===== src/rtl/acc_alu_pkg.sv =====
// Shared widths and operation codes for the accumulator ALU.
package acc_alu_pkg;
    localparam int BYTE_W = 8;
    localparam int NIB_W  = BYTE_W / 2;

    typedef enum logic [3:0] {
        OP_ADD  = 4'd0,  OP_ADDC = 4'd1,  OP_AND  = 4'd2,  OP_OR   = 4'd3,
        OP_XOR  = 4'd4,  OP_INC  = 4'd5,  OP_DEC  = 4'd6,  OP_CLR  = 4'd7,
        OP_CPL  = 4'd8,  OP_RL   = 4'd9,  OP_RLC  = 4'd10, OP_RR   = 4'd11,
        OP_RRC  = 4'd12, OP_SWAP = 4'd13, OP_DA   = 4'd14, OP_XCHD = 4'd15
    } alu_op_e;
endpackage


===== src/rtl/acc_alu_arith.sv =====
// Binary adder with nibble carry, plus the two-stage BCD correction.
// Assumes byte-wide data; the decimal constants only make sense for 8 bits.
module acc_alu_arith
    import acc_alu_pkg::*;
(
    input  logic [BYTE_W-1:0] a,
    input  logic [BYTE_W-1:0] b,
    input  logic              add_cin,
    input  logic              cy_in,
    input  logic              ac_in,
    output logic [BYTE_W-1:0] sum,
    output logic              sum_cy,
    output logic              sum_ac,
    output logic [BYTE_W-1:0] da_res,
    output logic              da_cy
);
    logic [BYTE_W:0]   sum_w;
    logic [NIB_W:0]    half_w;
    logic              lo_fix, hi_fix, step1_cy;
    logic [BYTE_W:0]   step1, step2;
    logic [BYTE_W-1:0] lo_add, hi_add;

    // Binary sum with carry-in and nibble carry
    always_comb begin
        sum_w  = {1'b0, a} + {1'b0, b} + {{BYTE_W{1'b0}}, add_cin};
        half_w = {1'b0, a[NIB_W-1:0]} + {1'b0, b[NIB_W-1:0]} + {{NIB_W{1'b0}}, add_cin};
        sum    = sum_w[BYTE_W-1:0];
        sum_cy = sum_w[BYTE_W];
        sum_ac = half_w[NIB_W];
    end

    // Decimal correction: low digit first, then high digit with sticky carry
    always_comb begin
        lo_fix   = ac_in || (a[NIB_W-1:0] > 4'd9);
        lo_add   = lo_fix ? 8'h06 : 8'h00;
        step1    = {1'b0, a} + {1'b0, lo_add};
        step1_cy = cy_in || step1[BYTE_W];
        hi_fix   = step1_cy || (step1[BYTE_W-1:0] > 8'h99);
        hi_add   = hi_fix ? 8'h60 : 8'h00;
        step2    = {1'b0, step1[BYTE_W-1:0]} + {1'b0, hi_add};
        da_res   = step2[BYTE_W-1:0];
        da_cy    = step1_cy || step2[BYTE_W];
    end
endmodule


===== src/rtl/acc_alu_shift.sv =====
// Rotates, nibble swap and low-digit exchange. Pure wiring, no flags kept here.
module acc_alu_shift
    import acc_alu_pkg::*;
(
    input  logic [BYTE_W-1:0] a,
    input  logic [BYTE_W-1:0] b,
    input  logic              cin,
    output logic [BYTE_W-1:0] rl,
    output logic [BYTE_W-1:0] rlc,
    output logic              rlc_cy,
    output logic [BYTE_W-1:0] rr,
    output logic [BYTE_W-1:0] rrc,
    output logic              rrc_cy,
    output logic [BYTE_W-1:0] swap,
    output logic [BYTE_W-1:0] xchd_a,
    output logic [BYTE_W-1:0] xchd_b
);
    // Bit moves for every rotate-style operation
    always_comb begin
        rl     = {a[BYTE_W-2:0], a[BYTE_W-1]};
        rlc    = {a[BYTE_W-2:0], cin};
        rlc_cy = a[BYTE_W-1];
        rr     = {a[0], a[BYTE_W-1:1]};
        rrc    = {cin, a[BYTE_W-1:1]};
        rrc_cy = a[0];
        swap   = {a[NIB_W-1:0], a[BYTE_W-1:NIB_W]};
        xchd_a = {a[BYTE_W-1:NIB_W], b[NIB_W-1:0]};
        xchd_b = {b[BYTE_W-1:NIB_W], a[NIB_W-1:0]};
    end
endmodule


===== src/rtl/acc_alu_logic.sv =====
// Bitwise operations, increment, decrement, clear and complement.
// Codes outside its set return the accumulator; the top never selects them.
module acc_alu_logic
    import acc_alu_pkg::*;
(
    input  alu_op_e           op,
    input  logic [BYTE_W-1:0] a,
    input  logic [BYTE_W-1:0] b,
    output logic [BYTE_W-1:0] res
);
    // Select the logic result for the requested code
    always_comb begin
        case (op)
            OP_AND:  res = a & b;
            OP_OR:   res = a | b;
            OP_XOR:  res = a ^ b;
            OP_INC:  res = a + 8'd1;
            OP_DEC:  res = a - 8'd1;
            OP_CLR:  res = '0;
            OP_CPL:  res = ~a;
            default: res = a;
        endcase
    end
endmodule


===== src/rtl/acc_alu.sv =====
// Accumulator ALU top: picks the unit result and flag updates per code, with
// an optional output register. Flags not named by a code pass through.
// Assumes the inputs are stable around the rising edge when REG_OUT=1.
module acc_alu
    import acc_alu_pkg::*;
#(
    parameter bit REG_OUT = 1'b1
) (
    input  logic              clk,
    input  logic              rst_n,
    input  logic [3:0]        op_i,
    input  logic [BYTE_W-1:0] acc_i,
    input  logic [BYTE_W-1:0] opnd_i,
    input  logic              cy_i,
    input  logic              ac_i,
    output logic [BYTE_W-1:0] res_o,
    output logic [BYTE_W-1:0] opnd_o,
    output logic              cy_o,
    output logic              ac_o
);
    alu_op_e           op_e;
    logic              add_cin;
    logic [BYTE_W-1:0] sum, da_res, logic_res;
    logic              sum_cy, sum_ac, da_cy;
    logic [BYTE_W-1:0] rl, rlc, rr, rrc, swap, xchd_a, xchd_b;
    logic              rlc_cy, rrc_cy;
    logic [BYTE_W-1:0] nxt_res, nxt_opnd;
    logic              nxt_cy, nxt_ac;

    assign op_e    = alu_op_e'(op_i);
    assign add_cin = (op_e == OP_ADDC) ? cy_i : 1'b0;

    acc_alu_arith u_arith (
        .a(acc_i), .b(opnd_i), .add_cin(add_cin), .cy_in(cy_i), .ac_in(ac_i),
        .sum(sum), .sum_cy(sum_cy), .sum_ac(sum_ac), .da_res(da_res), .da_cy(da_cy)
    );

    acc_alu_shift u_shift (
        .a(acc_i), .b(opnd_i), .cin(cy_i),
        .rl(rl), .rlc(rlc), .rlc_cy(rlc_cy), .rr(rr), .rrc(rrc), .rrc_cy(rrc_cy),
        .swap(swap), .xchd_a(xchd_a), .xchd_b(xchd_b)
    );

    acc_alu_logic u_logic (
        .op(op_e), .a(acc_i), .b(opnd_i), .res(logic_res)
    );

    // Result and flag select; defaults hold the flags and operand
    always_comb begin
        nxt_res  = acc_i;
        nxt_opnd = opnd_i;
        nxt_cy   = cy_i;
        nxt_ac   = ac_i;
        case (op_e)
            OP_ADD, OP_ADDC: begin
                nxt_res = sum;
                nxt_cy  = sum_cy;
                nxt_ac  = sum_ac;
            end
            OP_AND, OP_OR, OP_XOR, OP_INC, OP_DEC, OP_CLR, OP_CPL:
                nxt_res = logic_res;
            OP_RL:   nxt_res = rl;
            OP_RR:   nxt_res = rr;
            OP_SWAP: nxt_res = swap;
            OP_RLC: begin
                nxt_res = rlc;
                nxt_cy  = rlc_cy;
            end
            OP_RRC: begin
                nxt_res = rrc;
                nxt_cy  = rrc_cy;
            end
            OP_DA: begin
                nxt_res = da_res;
                nxt_cy  = da_cy;
            end
            OP_XCHD: begin
                nxt_res  = xchd_a;
                nxt_opnd = xchd_b;
            end
            default: ;
        endcase
    end

    generate
        if (REG_OUT) begin : g_reg
            // Output stage with synchronous clear
            always_ff @(posedge clk) begin
                if (!rst_n) begin
                    res_o  <= '0;
                    opnd_o <= '0;
                    cy_o   <= 1'b0;
                    ac_o   <= 1'b0;
                end else begin
                    res_o  <= nxt_res;
                    opnd_o <= nxt_opnd;
                    cy_o   <= nxt_cy;
                    ac_o   <= nxt_ac;
                end
            end


            reg_latency_chk: assert property (@(posedge clk) disable iff (!rst_n)
                $past(rst_n) |-> (res_o == $past(nxt_res) && cy_o == $past(nxt_cy)
                                  && ac_o == $past(nxt_ac) && opnd_o == $past(nxt_opnd)));
        end else begin : g_comb
            assign res_o  = nxt_res;
            assign opnd_o = nxt_opnd;
            assign cy_o   = nxt_cy;
            assign ac_o   = nxt_ac;
        end
    endgenerate


    add_sum_chk: assert property (@(posedge clk) disable iff (!rst_n)
        (op_e == OP_ADD) |-> ({nxt_cy, nxt_res} == ({1'b0, acc_i} + {1'b0, opnd_i})));


    logic_flags_hold_chk: assert property (@(posedge clk) disable iff (!rst_n)
        (op_e >= OP_AND && op_e <= OP_CPL) |-> (nxt_cy == cy_i && nxt_ac == ac_i));


    da_sticky_chk: assert property (@(posedge clk) disable iff (!rst_n)
        (op_e == OP_DA && cy_i) |-> (nxt_cy && nxt_ac == ac_i));


    rlc_path_chk: assert property (@(posedge clk) disable iff (!rst_n)
        (op_e == OP_RLC) |-> (nxt_cy == acc_i[BYTE_W-1] && nxt_res[0] == cy_i));


    rot_ones_chk: assert property (@(posedge clk) disable iff (!rst_n)
        (op_e == OP_RL || op_e == OP_RR || op_e == OP_SWAP)
        |-> ($countones(nxt_res) == $countones(acc_i) && nxt_cy == cy_i && nxt_ac == ac_i));


    xchd_upper_chk: assert property (@(posedge clk) disable iff (!rst_n)
        (op_e == OP_XCHD) |-> (nxt_res[BYTE_W-1:NIB_W] == acc_i[BYTE_W-1:NIB_W]
                               && nxt_opnd[BYTE_W-1:NIB_W] == opnd_i[BYTE_W-1:NIB_W]
                               && nxt_res[NIB_W-1:0] == opnd_i[NIB_W-1:0]));


    opnd_pass_chk: assert property (@(posedge clk) disable iff (!rst_n)
        (op_e != OP_XCHD) |-> (nxt_opnd == opnd_i));
endmodule


===== config.mk =====
export PLATFORM = sky130hd
export DESIGN_NAME = acc_alu
export DESIGN_NICKNAME = d
export VERILOG_FILES = /design/src/rtl/acc_alu_pkg.sv /design/src/rtl/acc_alu_arith.sv /design/src/rtl/acc_alu_shift.sv /design/src/rtl/acc_alu_logic.sv /design/src/rtl/acc_alu.sv
export SDC_FILE = /design/constraint.sdc
export NUM_CORES = 1
export LEC_CHECK = 0
export BUFFER_PORTS_ARGS = -buffer_cell sky130_fd_sc_hd__buf_2
export CORE_ASPECT_RATIO = 0.5
export CORE_MARGIN = 2
export CORE_UTILIZATION = 37
export CTS_CLUSTER_DIAMETER = 100
export DETAILED_ROUTE_END_ITERATION = 16
export HOLD_SLACK_MARGIN = 0.02
export PLACE_DENSITY = 0.57
export SETUP_SLACK_MARGIN = 0.5
export SLEW_MARGIN = 25
export SYNTH_ARGS = -nofsm -noshare
export SYNTH_HDL_FRONTEND = slang
export SYNTH_HIERARCHICAL = 1
export SYNTH_SLANG_ARGS = --single-unit
export TNS_END_PERCENT = 50

===== constraint.sdc =====
create_clock -name clk -period 4.2 [get_ports clk]
set_clock_uncertainty 0.2 [all_clocks]
set_input_delay 0.42 -clock clk [delete_from_list [all_inputs] [get_ports clk]]
set_output_delay 0.42 -clock clk [all_outputs]
set_load 0.02 [all_outputs]

# Yosys cells after proc, flatten, opt, wreduce, memory -nomap -nowiden
# Cells that the tools add are included.
[op_classes] add_sub_neg=8 order_cmp=2 n_eq_ne=15 n_mux=8 bitwise=4 n_reduce_logical=7
[op_table] op="8-bit case mux with 9 select lines" n=1
[op_table] op="8-bit case mux with 7 select lines" n=1
[op_table] op="4-bit == test, second input constant" n=8
[op_table] op="8-bit by 8-bit adder with 9-bit output" n=3
[op_table] op="4-bit by 3-bit == test with 1-bit output, second input constant" n=4
[op_table] op="9-bit by 1-bit adder with 9-bit output" n=1
[op_table] op="8-bit by 1-bit adder with 8-bit output, second input constant" n=1
[op_table] op="8-bit bitwise AND" n=1
[op_table] op="4-bit by 2-bit == test with 1-bit output, second input constant" n=2
[op_table] op="8-bit > comparator, second input constant" n=1
[op_table] op="8-bit NOT" n=1
[op_table] op="8-bit OR" n=1
[op_table] op="8-bit by 1-bit subtractor with 8-bit output, second input constant" n=1
[op_table] op="8-bit bitwise XOR" n=1
[op_table] op="7-bit 2-to-1 mux" n=1
[op_table] op="7-bit OR reduction" n=1
[op_table] op="4-bit by 4-bit adder with 5-bit output" n=1
[op_table] op="5-bit by 1-bit adder with 5-bit output" n=1
[op_table] op="4-bit by 1-bit == test with 1-bit output, second input constant" n=1
[op_table] op="4-bit > comparator, second input constant" n=1
[op_table] op="4-bit logical NOT" n=1
[op_table] op="1-bit logical OR" n=4
[op_table] op="4-bit 2-to-1 mux" n=1
[op_table] op="1-bit case mux with 4 select lines" n=1
[op_table] op="other kinds (3)" n=4
[word_totals] reg_bits=18 input_bits=24 out_inout_bits=18 wordCells=48

# Logic depth before layout (Yosys ltp)
[logic_depth] word_depth=10 depth_mapped=16 mapped_depth_nobuf=16

# Cells and area by module
# The synthesis kept the hierarchy.
[modules_own_cells] module="acc_alu" instances=1 cells_per_inst=185 area_per_inst_um2=1460.2 seq_area_each_um2=360.3
[modules_own_cells] module="acc_alu_logic" instances=1 cells_per_inst=148 area_per_inst_um2=1016.0 seq_area_each_um2=0.0
[modules_own_cells] module="acc_alu_arith" instances=1 cells_per_inst=84 area_per_inst_um2=639.4 seq_area_each_um2=0.0
[modules_own_cells] module="acc_alu_shift" instances=1 cells_per_inst=58 area_per_inst_um2=435.4 seq_area_each_um2=0.0

# Worst setup path after synthesis
# Ideal clock, no wire load.
[synth_timing] path_type="input to register" from="input acc_i[2]" to="register res_o[7]" setup_time_ps=74 arrival_time_ps=3034 required_time_ps=3926 path_slack_ps=892 cell_stages=16 path_buffers=0 cell_sequence="o21ai_0 -> nand2b_1 -> ha_1 -> inv_1 -> fa_1 -> nand3b_1 -> mux2i_1 -> a32oi_1 -> o21ai_2 -> ha_1 -> ha_1 -> or3_1 -> o21ai_2 -> mux2i_1 -> a2bb2oi_1 -> a31oi_1"
[synth_via] elab_chain_len=9 elab_cells_between_ends=15 classes_between="add/sub: 6; order compare: 2; mux: 4; reduce/logical: 3"
[synth_rtl] element="start: declaration" line_no="acc_alu.sv:12" rtl="input logic [BYTE_W-1:0] acc_i,"
[synth_rtl] element="4-bit > comparator" line_no="acc_alu_arith.sv:34" rtl="lo_fix = ac_in || (a[NIB_W-1:0] > 4'd9);"
[synth_rtl] element="1-bit logical OR" line_no="acc_alu_arith.sv:34"
[synth_rtl] element="3-bit 2-to-1 mux" line_no="acc_alu_arith.sv:35" rtl="lo_add = lo_fix ? 8'h06 : 8'h00;"
[synth_rtl] element="8-bit by 8-bit adder with 9-bit output *" line_no="acc_alu_arith.sv:36" rtl="step1 = {1'b0, a} + {1'b0, lo_add};"
[synth_rtl] element="8-bit > comparator / 1-bit logical OR (equally long branches)" line_no="acc_alu_arith.sv:38, acc_alu_arith.sv:37"
[synth_rtl] element="1-bit logical OR" line_no="acc_alu_arith.sv:38" rtl="hi_fix = step1_cy || (step1[BYTE_W-1:0] > 8'h99);"
[synth_rtl] element="7-bit 2-to-1 mux" line_no="acc_alu_arith.sv:39" rtl="hi_add = hi_fix ? 8'h60 : 8'h00;"
[synth_rtl] element="8-bit by 8-bit adder with 9-bit output *" line_no="acc_alu_arith.sv:40" rtl="step2 = {1'b0, step1[BYTE_W-1:0]} + {1'b0, hi_add};"
[synth_rtl] element="named net da_res[7]" line_no="acc_alu.sv:23" rtl="logic [BYTE_W-1:0] sum, da_res, logic_res;"
[synth_rtl] element="8-bit case mux with 9 select lines *" line_no="acc_alu.sv:54" rtl="case (op_e)"
[synth_rtl] element="end signal: assignment" line_no="acc_alu.sv:95" rtl="res_o <= nxt_res;"
[synth_rtl] element="end: declaration" line_no="acc_alu.sv:16" rtl="output logic [BYTE_W-1:0] res_o,"
# The timed path passes the listed nets; every way through them passes the cells marked *.
# A chain may end at the register's enable or synchronous reset.

# Final worst setup path
# Ends and elaborated chain as after synthesis.

==> run_results.csv <==
group,metric,value,unit
outcome,status,"finished clean",
global_route,grt_pass1_vias,2928,
final_layout,nNetsFinal,501,
sta,final_hold_viol_count,0,
sta,finalSetupViolCount,0,
sta,rsz0062_at_grt,"false",
sta,maxSlewHeadroom,0.608,
logic_synthesis,synthesis.area,3550,um^2
final_layout,layout-drive-gt1-share,0.169,
sta,layout_min_cycle_time,3.45,ns
critical_path,slowest_stage,"fa_1",
floorplanning,die_area,10400,um^2
placement,placed_area,3360,um^2
critical_path,path_common_cell,"ha_1",
cts,cts_buffer_depth,2,
critical_path,critPathRequiredTime,4.18,ns
drt,route.vias.total,3264,
drt,wl_per_cell,17.4,um
pwr,power,0.000761,W
critical_path,cp_data_arrival_time,3.43,ns
global_route,antenna_found_initial,0,
final_layout,layout_common_cells,"buf_2 (41), inv_1 (39), nand2_1 (33), a21oi_1 (32), ha_1 (28)",
global_route,grt-ovfl-total,0,
cts,cts.repair.resized,0,
sta,min_period_over_period,0.822,
final_layout,fill_cells,1000,
critical_path,critPathCaptureType,"flip-flop",
final_layout,layout.cells.most_common,"buf_2",
pwr,p_switching,0.000296,W
sta,worstMarginPinSlew,0.587,ns
logic_synthesis,yosys_warnings,6,
drt,drc,0,
global_route,grt_max_degree,38,
final_layout,fin_area,3440,um^2
pwr,p_comb_frac,0.465,
cts,holdBufCountCts,0,
sta,max_freq,290,MHz
floorplanning,die_x,143,um
pwr,ir_drop,96.1,uV
final_layout,area_delta_synth_final,-3.00,%
critical_path,startpoint,"acc_i[2]",
placement,hpwl,7230,um
final_layout,antenna-diode-count,0,
pwr,pwr-share-clk,0.286,
logic_synthesis,synthDistinctLibCells,79,
global_route,grt_first_pass_wirelength,15600,um
critical_path,crit_type,"in2reg",
pwr,p_int,0.000466,W
logic_synthesis,synth_edf_count,0,
drt,drtIter0Drc,413,
critical_path,cp-endpoint,"res_o[7]",
placement,port_buffers,41,
floorplanning,rows,25,
critical_path,worst_setup_path_start_kind,"primary input",
global_route,globalRouteTotalUtil,0.190,
sta,drv_slew,0,
logic_synthesis,syn_nets,530,
cts,tritoncts,"yes",
run,timing.max_cap.violations,0,
critical_path,crit_fanout,5,
logic_synthesis,synth_cells,475,
logic_synthesis,syn_area_per_cell,7.48,um^2
logic_synthesis,ys_async_sr_fraction,0,
drt,ant_nets,0,
critical_path,cp_cell_sequence,"buf_2, o21ai_0, nand2b_1, ha_1, inv_1, fa_1, and4b_1, nand2_2, xor2_1, o21ai_2, ha_1, ha_1, or3_1, o21ai_2, mux2i_1, a2bb2oi_1, a31oi_1",
floorplanning,fp.coreArea,9380,um^2
cts,path_clk_slew,0.06,ns
floorplanning,fp.dieH,73.3,um
worst_hold_path,worstHoldStart,"opnd_i[7]",
drt,dr.pass1.iters,5,
floorplanning,initial_core_util,0.378,
worst_hold_path,hold_path_class,"in2reg",
pwr,p_seq_frac,0.249,
placement,gp_congestion,0.898,
cts,postCtsSetupBuffers,0,
logic_synthesis,synth_seq_cells,18,
cts,htreeDepth,1,
sta,finalSetupTns,0,ns
pwr,p_leak,1.55,nW
pwr,powerDensity,221,nW/um^2
pwr,p_sw_frac,0.388,
floorplanning,io_pins,42,
drt,wirelength,9870,um
drt,vias_per_cell,5.77,
cts,cts_buffers,3,
logic_synthesis,synth-main-ff-cell,"dfxtp_1",
critical_path,cp_slowest_stage_delay,0.41,ns
cts,clock-sinks,18,
cts,clockRootBuffer,"clkbuf_16",
logic_synthesis,ys_seq_area_frac,0.101,
==> power groups by stage <==
stage	Clock (W)	Sequential, W	Combinational (W)
floorplan	0	0.000212	0.000265
global placement	0	0.000193	0.000348
detailed placement	0	0.000193	0.000349
CTS	0.000221	0.000190	0.000351
global route	0.000230	0.000191	0.000390
finish	0.000218	0.000190	0.000354
==> cell type report <==
type,instances,area [um^2],area share
Inverter,41,156,0.0454
Timing Repair Buffer,50,273,0.0792
Clock buffer,4,88.8,0.0258
Multi-Input combinational cell,332,2410,0.701
Tap cell,121,151,0.0440
Sequential cell,18,360,0.105
==> state kept, by name, indices dropped and copies added (netlist names) <==
signal / cells
ac_o: 1
cy_o: 1
opnd_o: 8
res_o: 8
==> kinds of logic (layout without fill, tap and decap cells) <==
kind of cell,after synthesis,in the layout,share of synthesized area
mux,9,9,0.0257
fa+ha+maj,31,31,0.116
buf+inv,125,95,0.218
flops,18,18,0.101
compound gates,153,153,0.310
xor+xnor,13,13,0.0321
simple gates,126,126,0.197
==> worst min-delay path by stage <==
stage	depth (start not counted)	to	slack [ns]
3_3_place_gp	3	opnd_o[7]	0.53
3_5_place_dp	3	opnd_o[7]	0.54
5_1_grt	3	opnd_o[7]	0.29
6_report	3	opnd_o[7]	0.26
4_1_cts	3	opnd_o[7]	0.27
2_1_floorplan	2	opnd_o[0]	0.37
==> metrics by stage <==
stage	setup slack [ns]	instances	util	hold slack, ns
floorplan	0.892	475	-	0.367
global placement	0.576	562	0.358	0.529
detailed placement	0.488	562	0.358	0.537
CTS	0.748	566	0.367	0.267
global route	0.545	566	0.367	0.293
finish	0.746	566	0.367	0.265
==> cells in the mapped netlist (all sizes together), types with 3 or more instances <==
master,instances,area (um^2)
nand3,9,45.0
and2,4,27.5
a21o,4,30.0
fa,3,60.1
a211oi,8,77.6
a22oi,4,30.0
a31oi,9,56.3
nor2b,8,50.1
ha,28,350
nor3,5,25.0
and3,4,25.0
o221ai,3,26.3
a21oi,32,160
dfxtp,18,360
inv,41,156
a31o,3,26.3
nand2,34,130
o32ai,5,43.8
o21ai,31,163
nor3b,3,22.5
nand4,3,18.8
nand2b,10,62.6
buf,80,604
clkbuf,4,15.0
a221oi,5,43.8
o311a,4,40.0
and2b,3,22.5
nor2,26,105
mux2i,8,80.1
a2bb2oi,6,58.8
or3,4,30.0
xnor2,7,61.3
a21boi,11,82.6
a41oi,3,26.3
xor2,6,52.6
o31ai,4,35.0
==> routing by layer <==
layer  global-route usage  routed length (um)
met5                    0                   0
met4               0.0506                 128
met3               0.0183                 464
met2                0.309                4440
met1                0.271                4840
==> worst max-delay path: cells and delay by family <==
kind / cells / cell delay, ns
buffers and inverters: 2 / 0.20
AND/OR/NAND/NOR: 4 / 0.88
XOR/XNOR: 1 / 0.23
AO/OA/AOI/OAI: 5 / 0.58
adder cells (fa/ha/maj): 4 / 1.03
multiplexers: 1 / 0.09
Power figures use the tool's default switching activity.
